$ cat config.mk
export PLATFORM = sky130hd
export DESIGN_NAME = tw_reg_slave
export DESIGN_NICKNAME = d
export VERILOG_FILES = /design/src/rtl/twr_pkg.sv /design/src/rtl/twr_line_sync.sv /design/src/rtl/twr_lowclk_timer.sv /design/src/rtl/twr_regbank.sv /design/src/rtl/tw_reg_slave.sv
export SDC_FILE = /design/constraint.sdc
export NUM_CORES = 1
export LEC_CHECK = 0
export CORE_ASPECT_RATIO = 0.6
export CORE_MARGIN = 2
export CORE_UTILIZATION = 30
export DETAILED_ROUTE_END_ITERATION = 6
export GPL_ROUTABILITY_DRIVEN = 1
export PLACE_DENSITY = 0.56
export SLEW_MARGIN = 20
export SYNTH_ARGS = -nofsm -noshare
export SYNTH_HDL_FRONTEND = slang
export SYNTH_SLANG_ARGS = --single-unit
export TNS_END_PERCENT = 20
$ cat constraint.sdc
create_clock -name clk -period 3.3 [get_ports clk]
set_input_delay 0.825 -clock clk [delete_from_list [all_inputs] [get_ports clk]]
set_output_delay 0.825 -clock clk [all_outputs]
set_load 0.05 [all_outputs]
$ cat src/rtl/twr_pkg.sv
package twr_pkg;

  typedef enum logic [3:0] {
    ST_IDLE,
    ST_ADDR,
    ST_ADDR_ACK,
    ST_CMD,
    ST_CMD_ACK,
    ST_WR,
    ST_WR_ACK,
    ST_RD,
    ST_RD_MACK,
    ST_SKIP
  } slv_state_t;

  localparam int unsigned BYTE_W = 8;

endpackage

$ cat src/rtl/twr_line_sync.sv
module twr_line_sync #(
  parameter int unsigned NLINE = 2
) (
  input  logic             clk,
  input  logic             rst_n,
  input  logic [NLINE-1:0] raw_i,
  output logic [NLINE-1:0] lvl_o,
  output logic [NLINE-1:0] rise_o,
  output logic [NLINE-1:0] fall_o
);

  for (genvar g = 0; g < NLINE; g++) begin : g_line
    logic meta_q, sync_q, last_q;

    always_ff @(posedge clk or negedge rst_n) begin
      if (!rst_n) begin
        meta_q <= 1'b1;
        sync_q <= 1'b1;
        last_q <= 1'b1;
      end else begin
        meta_q <= raw_i[g];
        sync_q <= meta_q;
        last_q <= sync_q;
      end
    end

    assign lvl_o[g]  = sync_q;
    assign rise_o[g] = sync_q & ~last_q;
    assign fall_o[g] = ~sync_q & last_q;
  end

endmodule

$ cat src/rtl/twr_lowclk_timer.sv
module twr_lowclk_timer #(
  parameter int unsigned LIMIT = 3_500_000
) (
  input  logic clk,
  input  logic rst_n,
  input  logic scl_lvl_i,
  output logic expired_o
);

  localparam int unsigned TW = $clog2(LIMIT + 1);

  logic [TW-1:0] cnt_q, cnt_d;

  always_comb begin
    cnt_d = cnt_q;
    if (scl_lvl_i) begin
      cnt_d = '0;
    end else if (cnt_q != TW'(LIMIT)) begin
      cnt_d = cnt_q + TW'(1);
    end
  end

  always_ff @(posedge clk or negedge rst_n) begin
    if (!rst_n) cnt_q <= '0;
    else        cnt_q <= cnt_d;
  end

  assign expired_o = (cnt_q == TW'(LIMIT));


  cnt_bound_chk: assert property (@(posedge clk) disable iff (!rst_n)
    cnt_q <= TW'(LIMIT));

endmodule

$ cat src/rtl/twr_regbank.sv
module twr_regbank #(
  parameter int unsigned NREG = 4,
  parameter int unsigned DW   = 8,
  localparam int unsigned IW  = $clog2(NREG)
) (
  input  logic               clk,
  input  logic               rst_n,
  input  logic               wr_en_i,
  input  logic [IW-1:0]      wr_idx_i,
  input  logic [DW-1:0]      wr_data_i,
  input  logic [IW-1:0]      rd_idx_i,
  output logic [DW-1:0]      rd_data_o,
  output logic [NREG*DW-1:0] flat_o
);

  logic [DW-1:0] mem_q [NREG];

  for (genvar k = 0; k < NREG; k++) begin : g_reg
    logic hit;
    assign hit = wr_en_i && (wr_idx_i == IW'(k));

    always_ff @(posedge clk or negedge rst_n) begin
      if (!rst_n)   mem_q[k] <= '0;
      else if (hit) mem_q[k] <= wr_data_i;
    end

    assign flat_o[k*DW +: DW] = mem_q[k];
  end

  assign rd_data_o = mem_q[rd_idx_i];


  write_lands_chk: assert property (@(posedge clk) disable iff (!rst_n)
    wr_en_i |=> (flat_o[$past(wr_idx_i)*DW +: DW] == $past(wr_data_i)));

endmodule

$ cat src/rtl/tw_reg_slave.sv
module tw_reg_slave #(
  parameter int unsigned NREG        = 4,
  parameter int unsigned TIMEOUT_CYC = 3_500_000,
  parameter logic [2:0]  ADDR_HI     = 3'b110
) (
  input  logic                             clk,
  input  logic                             rst_n,
  input  logic                             scl_i,
  input  logic                             sda_i,
  output logic                             sda_oe,
  input  logic [3:0]                       strap_i,
  output logic [NREG*twr_pkg::BYTE_W-1:0]  regs_o
);
  import twr_pkg::*;

  localparam int unsigned DW     = BYTE_W;
  localparam int unsigned ADDR_W = DW - 1;
  localparam int unsigned PTR_W  = $clog2(NREG);
  localparam int unsigned CNT_W  = $clog2(DW + 1);

  // reset: asynchronous assertion, synchronous release
  logic rs_meta_q, rs_q;
  always_ff @(posedge clk or negedge rst_n) begin
    if (!rst_n) begin
      rs_meta_q <= 1'b0;
      rs_q      <= 1'b0;
    end else begin
      rs_meta_q <= 1'b1;
      rs_q      <= rs_meta_q;
    end
  end

  // line conditioning: index 1 = clock, index 0 = data
  logic [1:0] lvl, rise, fall;
  twr_line_sync #(.NLINE(2)) u_sync (
    .clk    (clk),
    .rst_n  (rs_q),
    .raw_i  ({scl_i, sda_i}),
    .lvl_o  (lvl),
    .rise_o (rise),
    .fall_o (fall)
  );

  logic scl_lvl, sda_lvl, scl_rise, scl_fall, start_det, stop_det;
  assign scl_lvl   = lvl[1];
  assign sda_lvl   = lvl[0];
  assign scl_rise  = rise[1];
  assign scl_fall  = fall[1];
  assign start_det = scl_lvl & fall[0];
  assign stop_det  = scl_lvl & rise[0];

  logic expired;
  twr_lowclk_timer #(.LIMIT(TIMEOUT_CYC)) u_timer (
    .clk       (clk),
    .rst_n     (rs_q),
    .scl_lvl_i (scl_lvl),
    .expired_o (expired)
  );

  slv_state_t        state_q, state_d;
  logic [CNT_W-1:0]  cnt_q, cnt_d;
  logic [DW-1:0]     sh_q, sh_d;
  logic [PTR_W-1:0]  ptr_q, ptr_d;
  logic              oe_q, oe_d;
  logic              rd_q, rd_d;
  logic              mack_q, mack_d;
  logic              wr_en;
  logic [PTR_W-1:0]  rd_idx;
  logic [DW-1:0]     rd_data;
  logic [ADDR_W-1:0] own_addr;

  assign own_addr = {ADDR_HI, strap_i};
  assign rd_idx   = (state_q == ST_RD_MACK) ? ptr_q + PTR_W'(1) : ptr_q;

  twr_regbank #(.NREG(NREG), .DW(DW)) u_bank (
    .clk       (clk),
    .rst_n     (rs_q),
    .wr_en_i   (wr_en),
    .wr_idx_i  (ptr_q),
    .wr_data_i (sh_q),
    .rd_idx_i  (rd_idx),
    .rd_data_o (rd_data),
    .flat_o    (regs_o)
  );

  // next-state logic
  always_comb begin
    state_d = state_q;
    cnt_d   = cnt_q;
    sh_d    = sh_q;
    ptr_d   = ptr_q;
    oe_d    = oe_q;
    rd_d    = rd_q;
    mack_d  = mack_q;
    wr_en   = 1'b0;
    if (expired) begin
      state_d = ST_IDLE;
      oe_d    = 1'b0;
      cnt_d   = '0;
    end else if (start_det) begin
      state_d = ST_ADDR;
      oe_d    = 1'b0;
      cnt_d   = '0;
    end else if (stop_det) begin
      state_d = ST_IDLE;
      oe_d    = 1'b0;
    end else begin
      unique case (state_q)
        ST_ADDR, ST_CMD, ST_WR: begin
          if (scl_rise && cnt_q != CNT_W'(DW)) begin
            sh_d  = {sh_q[DW-2:0], sda_lvl};
            cnt_d = cnt_q + CNT_W'(1);
          end else if (scl_fall && cnt_q == CNT_W'(DW)) begin
            cnt_d = '0;
            if (state_q == ST_ADDR) begin
              if (sh_q[DW-1:1] == own_addr) begin
                oe_d    = 1'b1;
                rd_d    = sh_q[0];
                state_d = ST_ADDR_ACK;
              end else begin
                state_d = ST_SKIP;
              end
            end else if (state_q == ST_CMD) begin
              ptr_d   = sh_q[PTR_W-1:0];
              oe_d    = 1'b1;
              state_d = ST_CMD_ACK;
            end else begin
              oe_d    = 1'b1;
              state_d = ST_WR_ACK;
            end
          end
        end
        ST_ADDR_ACK: begin
          if (scl_fall) begin
            cnt_d = '0;
            if (rd_q) begin
              sh_d    = rd_data;
              oe_d    = ~rd_data[DW-1];
              state_d = ST_RD;
            end else begin
              oe_d    = 1'b0;
              state_d = ST_CMD;
            end
          end
        end
        ST_CMD_ACK: begin
          if (scl_fall) begin
            oe_d    = 1'b0;
            state_d = ST_WR;
          end
        end
        ST_WR_ACK: begin
          if (scl_fall) begin
            oe_d    = 1'b0;
            wr_en   = 1'b1;
            ptr_d   = ptr_q + PTR_W'(1);
            state_d = ST_WR;
          end
        end
        ST_RD: begin
          if (scl_rise && cnt_q != CNT_W'(DW)) begin
            cnt_d = cnt_q + CNT_W'(1);
          end else if (scl_fall) begin
            if (cnt_q == CNT_W'(DW)) begin
              oe_d    = 1'b0;
              state_d = ST_RD_MACK;
            end else if (cnt_q != '0) begin
              sh_d = {sh_q[DW-2:0], 1'b0};
              oe_d = ~sh_q[DW-2];
            end
          end
        end
        ST_RD_MACK: begin
          if (scl_rise) begin
            mack_d = ~sda_lvl;
          end else if (scl_fall) begin
            cnt_d = '0;
            if (mack_q) begin
              ptr_d   = ptr_q + PTR_W'(1);
              sh_d    = rd_data;
              oe_d    = ~rd_data[DW-1];
              state_d = ST_RD;
            end else begin
              state_d = ST_SKIP;
            end
          end
        end
        default: ;
      endcase
    end
  end

  // registers
  always_ff @(posedge clk or negedge rs_q) begin
    if (!rs_q) begin
      state_q <= ST_IDLE;
      cnt_q   <= '0;
      sh_q    <= '0;
      ptr_q   <= '0;
      oe_q    <= 1'b0;
      rd_q    <= 1'b0;
      mack_q  <= 1'b0;
    end else begin
      state_q <= state_d;
      cnt_q   <= cnt_d;
      sh_q    <= sh_d;
      ptr_q   <= ptr_d;
      oe_q    <= oe_d;
      rd_q    <= rd_d;
      mack_q  <= mack_d;
    end
  end

  assign sda_oe = oe_q;


  oe_rise_low_chk: assert property (@(posedge clk) disable iff (!rs_q)
    $rose(oe_q) |-> !scl_lvl);


  timeout_release_chk: assert property (@(posedge clk) disable iff (!rs_q)
    expired |=> (!oe_q && state_q == ST_IDLE));


  stop_idle_chk: assert property (@(posedge clk) disable iff (!rs_q)
    (stop_det && !expired) |=> (state_q == ST_IDLE));


  ack_match_chk: assert property (@(posedge clk) disable iff (!rs_q)
    (oe_q && state_q == ST_ADDR_ACK) |-> (sh_q[DW-1:1] == own_addr));

endmodule

==> impl_metrics.env <==
export IMPL_first_iter_violations=339
export IMPL_r2r_cells=6
export IMPL_whs_ps=242
export IMPL_ios=41
export IMPL_cp_max_fo=11
export IMPL_cts_sinks=83
export IMPL_status="complete, no violations"
export IMPL_ant_nets=0
export IMPL_finalCritPeriodShare_pct=84.0
export IMPL_layout_drive_gt1_share_pct=19.7
export IMPL_design_area_mm2=0.00548
export IMPL_p_switching_w=0.00138
export IMPL_critPathSlowestCell="or4b_1"
export IMPL_final_setup_tns_ps=0
export IMPL_clock_skew_ps=8.33
export IMPL_start_util_pct=30.9
export IMPL_syn_area_mm2=0.00450
export IMPL_ys_types=66
export IMPL_hold_violations=0
export IMPL_crit_required_ps=3530
export IMPL_slew_headroom_pct=58.9
export IMPL_path_cells="or4b_1, or4_1, o31ai_1, buf_4, nand4b_2, mux2_2"
export IMPL_cts_tree="built"
export IMPL_via_per_inst=5.06
export IMPL_p_total_w=0.00359
export IMPL_placed_area_mm2=0.00516
export IMPL_grt_pass1_wl_um=18600
export IMPL_place_congestion=0.876
export IMPL_cts_root_buf="clkbuf_16"
export IMPL_synthCells=427
export IMPL_yosysWarnings=0
export IMPL_max_clock_path_buffers=2
export IMPL_maxCapViolations=0
export IMPL_crit_family="simple AND/OR/NAND/NOR gates"
export IMPL_crit_path_start_kind="flip-flop"
export IMPL_worstMarginPinSlew_ps=615
export IMPL_post_cts_setup_buffers=0
export IMPL_final_common_cell="dfrtp_1"
export IMPL_p_seq_share_pct=37.2
export IMPL_end_kind="flip-flop"
export IMPL_routed_via_count=3421
export IMPL_r2r_start="u_timer.cnt_q[4]"
export IMPL_slowest_delay_ps=570
export IMPL_critPathKind="reg -> reg"
export IMPL_period_needed_ps=2770
export IMPL_grt_pass1_vias=3316
export IMPL_cts_buffers_inserted=9
export IMPL_syn_num_nets=443
export IMPL_clk_latency_ps=350
export IMPL_clkPwrFrac_pct=27.6
export IMPL_cts_repair_resized=0
export IMPL_postSynthAreaPerCell_um2=10.5
export IMPL_fp_row_count=34
export IMPL_htreeDepth=3
export IMPL_die_area_mm2=0.0160
export IMPL_drcViolationCount=0
export IMPL_hold_buffers=0
export IMPL_power_internal_w=0.00221
export IMPL_overflow=0
export IMPL_area_delta_synth_final_pct=21.7
export IMPL_async_reset_ff_share_pct=100
export IMPL_dp_hpwl_um=8320
export IMPL_ir_drop_uv=294
export IMPL_combPwrFrac_pct=35.2
export IMPL_setup_viol=0
export IMPL_timing_rr_end="sh_q[5]"
export IMPL_synth_edf_count=0
export IMPL_fmax_ghz=0.361
export IMPL_rsz0062_at_grt="no"
export IMPL_die_h_um=98.9
export IMPL_diodes=0
export IMPL_io_buffers=40
export IMPL_layout_common_cells="76 x dfrtp_1, 50 x mux2_2, 40 x clkdlybuf4s50_1"
export IMPL_antenna_found_initial=0
export IMPL_final_nets=489
export IMPL_hp_class="reg -> async"
export IMPL_worst_r2r_setup_slack_ps=530
export IMPL_drt_pass1_iter_count=4
export IMPL_report_final_slew_viol_count=0
export IMPL_synthFlopType="dfrtp_1"
export IMPL_power_leakage_nw=2.37
export IMPL_track_usage_pct=14.9
export IMPL_die_w_um=162
export IMPL_core_area_mm2=0.0146
export IMPL_seq_area_frac_synth_pct=46.3
export IMPL_grt_max_degree=82
export IMPL_clkTransAtPathRegs_ps=70
export IMPL_ys_ff_latch=83
export IMPL_crit_arrival_ps=3000
export IMPL_drt_total_wl_um=11600
export IMPL_final_util_pct=37.5
export IMPL_cellPowerDensity_mw_per_mm2=655
export IMPL_cp_buffers_inverters=1
export IMPL_wl_per_cell_um=17.1
export IMPL_sw_frac_of_total_pct=38.4
export IMPL_fillers=1433
==> layout make-up <==
class                      instances  area (um2)  share of cell area, %
timing repair buffer              52         510                   9.32
multi-input combinational        315        2290                   41.9
sequential                        83        2090                   38.1
clock inverter                     7        67.6                   1.23
tap                              198         248                   4.52
clock buffer                       9         225                   4.11
inverter                          12        45.0                  0.822
==> layer usage <==
| layer | vias to the layer above | part of all wire [%] | global-route usage (%) |
|---|---|---|---|
| met2 | 75 | 39 | 19.3 |
| met4 | 0 | 0.90 | 3.74 |
| li1 | 1639 | - | - |
| met5 | - | 0 | 0 |
| met1 | 1697 | 56 | 24.4 |
| met3 | 10 | 4.5 | 2.74 |
==> worst max-delay path by stage <==
stage          depth (start not counted)  slack [ps]        startpoint  endpoint
6_report                               6         530  u_timer.cnt_q[4]   sh_q[5]
5_1_grt                                6         410  u_timer.cnt_q[4]   sh_q[5]
4_1_cts                                6         510  u_timer.cnt_q[4]   sh_q[5]
3_5_place_dp                           7         480        strap_i[3]    sda_oe
3_3_place_gp                           7         580        strap_i[3]    sda_oe
2_1_floorplan                          9         620        state_q[0]   sh_q[0]
==> cells by family after synthesis <==
| family | Yosys count | synth area share [%] |
|---|---|---|
| compound gates | 67 | 9.92 |
| xor+xnor | 26 | 5.06 |
| fa+ha+maj | 8 | 2.22 |
| buf+inv | 29 | 2.78 |
| flops | 83 | 46.3 |
| mux | 62 | 15.3 |
| other cells | 1 | 0.0833 |
| simple gates | 151 | 18.4 |
==> power groups by stage <==
| stage | Sequential (W) | Combinational [W] | Clock (W) |
|---|---|---|---|
| global placement | 0.00135 | 0.00120 | 0 |
| CTS | 0.00135 | 0.00123 | 0.00102 |
| floorplan | 0.00134 | 0.000884 | 0 |
| finish | 0.00134 | 0.00126 | 0.000991 |
| global route | 0.00136 | 0.00138 | 0.00107 |
| detailed placement | 0.00137 | 0.00123 | 0 |
==> registers in the layout, indices dropped and copies added, names as in the netlist <==
signal and flops:
cnt_q 4, mack_q 1, ptr_q 2, rd_q 1, rs_meta_q 1, rs_q 1, sda_oe 1, sh_q 8
state_q 4, u_bank.flat_o 32, u_sync.g_line.last_q 2, u_sync.g_line.meta_q 2, u_sync.g_line.sync_q 2, u_timer.cnt_q 22
==> cells in the mapped netlist, types with 5 or more instances <==
library cell / instances / area, um2
nand3_1: 10 / 50.1
nand2_1: 29 / 109
clkbuf_1: 12 / 45.0
ha_1: 8 / 100
o21ai_0: 18 / 90.1
mux2_2: 50 / 563
nor4_1: 5 / 31.3
and3_1: 6 / 37.5
a22oi_1: 5 / 37.5
nor2b_1: 7 / 43.8
a21oi_1: 13 / 65.1
nand4_1: 6 / 37.5
nor3_1: 15 / 75.1
dfrtp_1: 77 / 1930
inv_1: 12 / 45.0
xor2_1: 17 / 149
dfstp_2: 6 / 158
mux2i_1: 11 / 110
xnor2_1: 9 / 78.8
nand2b_1: 11 / 68.8
nor2_1: 36 / 135
==> metrics by stage <==
step | instances | worst slack [ps]
6_report | 676 | 528
5_1_grt | 676 | 408
4_1_cts | 675 | 512
3_5_place_dp | 659 | 476
3_3_place_gp | 659 | 579
2_1_floorplan | 427 | 618
No activity file was read; power rests on OpenSTA's default activity.
